[config.mk]
export PLATFORM = sky130hd
export DESIGN_NAME = tbase_sel
export DESIGN_NICKNAME = d
export VERILOG_FILES = /design/src/rtl/tbase_sel.sv
export SDC_FILE = /design/constraint.sdc
export NUM_CORES = 1
export LEC_CHECK = 0
export BUFFER_PORTS_ARGS = -buffer_cell sky130_fd_sc_hd__buf_2
export CORE_MARGIN = 5
export CORE_UTILIZATION = 25
export DETAILED_ROUTE_END_ITERATION = 10
export HOLD_SLACK_MARGIN = 0.08
export SLEW_MARGIN = 0
export SYNTH_ARGS = -nofsm -noshare
export SYNTH_HDL_FRONTEND = slang
export SYNTH_SLANG_ARGS = --single-unit
[constraint.sdc]
create_clock -name clk -period 2.8 [get_ports clk]
set_clock_uncertainty 0.2 [all_clocks]
set_input_delay 0.42 -clock clk [delete_from_list [all_inputs] [get_ports clk]]
set_output_delay 0.42 -clock clk [all_outputs]
set_load 0.1 [all_outputs]
[src/rtl/tbase_sel.sv]
module tbase_sel #(
  parameter int          CNT_W    = 32,
  parameter int          PRE_W    = 16,
  parameter int          TMO_W    = 16,
  parameter int unsigned PRE_INIT = 3,
  parameter int unsigned TMO_INIT = 255
) (
  input  logic        clk,
  input  logic        rst_n,
  input  logic [1:0]  reg_addr,
  input  logic        reg_we,
  input  logic [31:0] reg_wdata,
  input  logic        reg_priv,
  output logic [31:0] reg_rdata,
  input  logic        ext_tb,
  output logic [31:0] count_o,
  output logic        clk_fail_o
);
  localparam logic [PRE_W-1:0] PRE_RST = PRE_W'(PRE_INIT);
  localparam logic [TMO_W-1:0] TMO_RST = TMO_W'(TMO_INIT);

  logic [2:0]       ext_q;
  logic             sel, comp;
  logic [PRE_W-1:0] pre_cnt, pre_cmp;
  logic [TMO_W-1:0] wd_cnt, tmo;
  logic [CNT_W-1:0] count;

  wire wr_ok    = reg_we & reg_priv;
  wire wr_ctrl  = wr_ok & (reg_addr == 2'd0);
  wire wr_pre   = wr_ok & (reg_addr == 2'd1);
  wire wr_tmo   = wr_ok & (reg_addr == 2'd2);
  wire ext_rise = ext_q[1] & ~ext_q[2];
  wire tc       = ~sel & (pre_cnt >= pre_cmp);
  wire fail     = sel & ~ext_rise & (wd_cnt == tmo);
  wire step     = sel ? (ext_rise | (fail & comp)) : tc;

  always_ff @(posedge clk or negedge rst_n) begin
    if (!rst_n) begin
      ext_q   <= '0;
      sel     <= 1'b0;
      comp    <= 1'b0;
      pre_cmp <= PRE_RST;
      tmo     <= TMO_RST;
      pre_cnt <= '0;
      wd_cnt  <= '0;
      count   <= '0;
    end else begin
      ext_q <= {ext_q[1:0], ext_tb};
      if (fail)         sel <= 1'b0;
      else if (wr_ctrl) sel <= reg_wdata[0];
      if (wr_ctrl) comp    <= reg_wdata[1];
      if (wr_pre)  pre_cmp <= reg_wdata[PRE_W-1:0];
      if (wr_tmo)  tmo     <= reg_wdata[TMO_W-1:0];
      if ((wr_ctrl & reg_wdata[0]) | sel | tc) pre_cnt <= '0;
      else                                     pre_cnt <= pre_cnt + 1'b1;
      if (!sel || ext_rise) wd_cnt <= '0;
      else                  wd_cnt <= wd_cnt + 1'b1;
      if (step) count <= count + 1'b1;
    end
  end

  always_comb begin
    case (reg_addr)
      2'd0:    reg_rdata = {30'd0, comp, sel};
      2'd1:    reg_rdata = 32'(pre_cmp);
      2'd2:    reg_rdata = 32'(tmo);
      default: reg_rdata = 32'(count);
    endcase
  end

  assign count_o    = 32'(count);
  assign clk_fail_o = fail;
endmodule


==> flow_summary.toml <==
[finish]
syn2layout_area_growth_pct = 24.5
fin_area_sq_mm = 0.00692
fin_util_pct = 31.6
diodes = 0
finalNetCount = 648
drive_gt1_share_pct = 34.8

[yosys]
synth.area.top_cells = "dfrtp_1 (41%), mux2_2 (9.7%), xor2_1 (8.0%)"
synth_flop_cell = "dfrtp_1"
yosysMostFrequentCell = "dfrtp_1"
synth_area_sq_mm = 0.00556
synth_top_area_share_pct = 40.9
yosys_register_bits = 101
async_flop_share_pct = 100
synth_common_cells = "dfrtp_1 (91), xor2_1 (51), mux2_2 (48)"
synth_nets = 557
ys_types = 38
seq_area_frac_synth_pct = 45.7
synth_edf_count = 0
syn_inst = 499
synth_top_area_cell = "dfrtp_1"
avgSynthCellArea_sq_um = 11.1
ys_warn_count = 0

[clock_network]
cts_tree = "built"
clockBufferDepth = 2
path_clk_slew_ns = 0.07
clock_latency_ns = 0.35
cts-root-buf = "clkbuf_16"
h-tree-depth = 3
clock_sinks = 101
numCtsBuffers = 9

[critical_path]
crit_end = "clk_fail_o"
reg2reg_slack_ns = 0.29
end_kind = "output port"
rr_worst_depth = 9
critPathRequiredTime_ns = 2.18
critPathLaunch = "tmo[1]"
critPathLaunchType = "flop"
cp_max_fo = 3
path_class = "reg2out"
r2r-end = "count_o[1]"
arrival_ns = 2.07
r2r_start = "pre_cmp[13]"

[sta]
post-route-min-period_ns = 2.69
worst_slack_ns = 0.107
period_share_pct = 96.2
final_hold_viol_count = 0
maxSlewHeadroom_pct = 64.1
setup_violations = 0
grt_setup_unrepaired = "true"
timing.fmax_ghz = 0.371
tightestPinTransition_ns = 0.539
slew_viol_final = 0
timing.hold.ws_ns = 0.122

[hold_path]
hold_path_class = "in2reg"
hp-start = "reg_wdata[14]"

[drt]
wl_microns = 14000
vias = 3936
dr.pass1.iters = 4
antenna_left = 0
first_iter_violations = 217
remaining_drc_errors = 0
wl_per_cell_microns = 16.0
vias_per_cell = 4.50

[grt]
grt_max_degree = 57
grt_pass1_vias = 3958
antenna_found_initial = 1
grt-ovfl-total = 0
grt_pass1_wl_microns = 22600
grt_usage_pct = 11.2

[floorplanning]
chipHeight_microns = 159
std_cell_rows = 54
die_area_sq_mm = 0.0253
start_util_pct = 25.4
io-pin-count = 104
die_w_microns = 159
core_area_sq_mm = 0.0219

[power_and_ir_drop]
p_leak_nw = 3.31
power_mw = 4.74
irDropWorstVdd_v = 0.000337
p_per_area_mw_per_mm2 = 684

[placement]
dpl_worst_slack_ns = 0.138
place_area_sq_mm = 0.00659
port_buffers = 87
place_congestion = 0.817
hpwlAfterDp_microns = 10800

[run]
drv_cap = 0

[outcome]
status = "complete, no violations"
## sequential cells by signal (all words and copies together) (netlist names)
signal / cells
count_o: 32
pre_cmp: 16
pre_cnt: 16
tmo: 16
wd_cnt: 16
ext_q: 3
comp: 1
sel: 1
## cell usage in the layout, fill, tap and decap left out, types with 7 or more instances in the layout
cell type	synthesis	layout
dfrtp_1	91	91
buf_2	5	71
xor2_1	51	51
mux2_2	48	48
nor2_1	39	39
and3_1	25	25
nand2_1	25	24
nand3_1	24	24
xnor2_1	24	23
inv_1	21	21
ha_1	19	19
buf_12	0	17
a22o_1	14	14
nand4_1	14	14
nor4_2	14	14
buf_4	0	13
nor3_1	11	11
dfstp_2	10	10
clkbuf_16	0	9
nor4b_2	7	7
## worst max-delay path: stages, from the launching register on
cell	delay [ns]
dfstp_2	0.58
xnor2_2	0.12
nand4_1	0.12
nor4_2	0.35
buf_4	0.18
nor2b_4	0.19
buf_12	0.19
## area by class of cell
class | count | area [sq um]
Clock buffer | 12 | 246
Fill cell | 2275 | 15000
Sequential cell | 101 | 2540
Multi-Input combinational cell | 354 | 2850
Tap cell | 280 | 350
Clock inverter | 4 | 48.8
Inverter | 21 | 78.8
Timing Repair Buffer | 103 | 813
## per-stage QoR
stage | TNS, ns | cells
final | 0 | 875
after global routing | -0.00291 | 875
after floorplan | 0 | 499
after detailed placement | 0 | 856
after CTS | 0 | 874
after global placement | 0 | 856
## worst min path at each step
stage                  endpoint  slack [ns]  cells past startpoint
finish                  tmo[14]        0.12                      2
floorplan                  comp       -0.08                      0
global placement       ext_q[1]        0.13                      0
detailed placement     ext_q[1]        0.14                      0
global route        pre_cmp[13]        0.11                      2
CTS                 pre_cmp[14]        0.10                      2
## timing repair
item / in CTS / in global routing
pin swaps: 0 / 5
buffers inserted: 0 / 1
hold buffers: 2 / 0
gates cloned: 0 / 0
gates resized for setup: 1 / 2
endpoints found under the hold margin: 23 / 0
setup endpoints to repair: 1 / 13
## routing by layer
metal	track usage, %	part of all wire [%]
met1	14.7	46
met2	18.4	50
met4	4.77	2.6
met3	1.71	1.9
met5	0	0.078
## logic make-up after synthesis
kind of cell / Yosys count / share of synthesized area [%]
AO/OA/AOI/OAI: 31 / 4.12
XOR/XNOR: 75 / 11.8
adder cells (fa/ha/maj): 19 / 4.27
buffers and inverters: 44 / 3.62
flip-flops: 101 / 45.7
multiplexers: 50 / 10.5
AND/OR/NAND/NOR: 179 / 20.0
## where the power goes
part | leakage [nW] | total (mW) | internal (mW) | switching, mW
Sequential | 1.31 | 1.87 | 1.66 | 0.209
Combinational | 1.86 | 1.61 | 0.523 | 1.08
Clock | 0.147 | 1.26 | 0.719 | 0.541
Total | 3.31 | 4.74 | 2.90 | 1.83
Note: power is estimated with default switching activity, not from simulation.
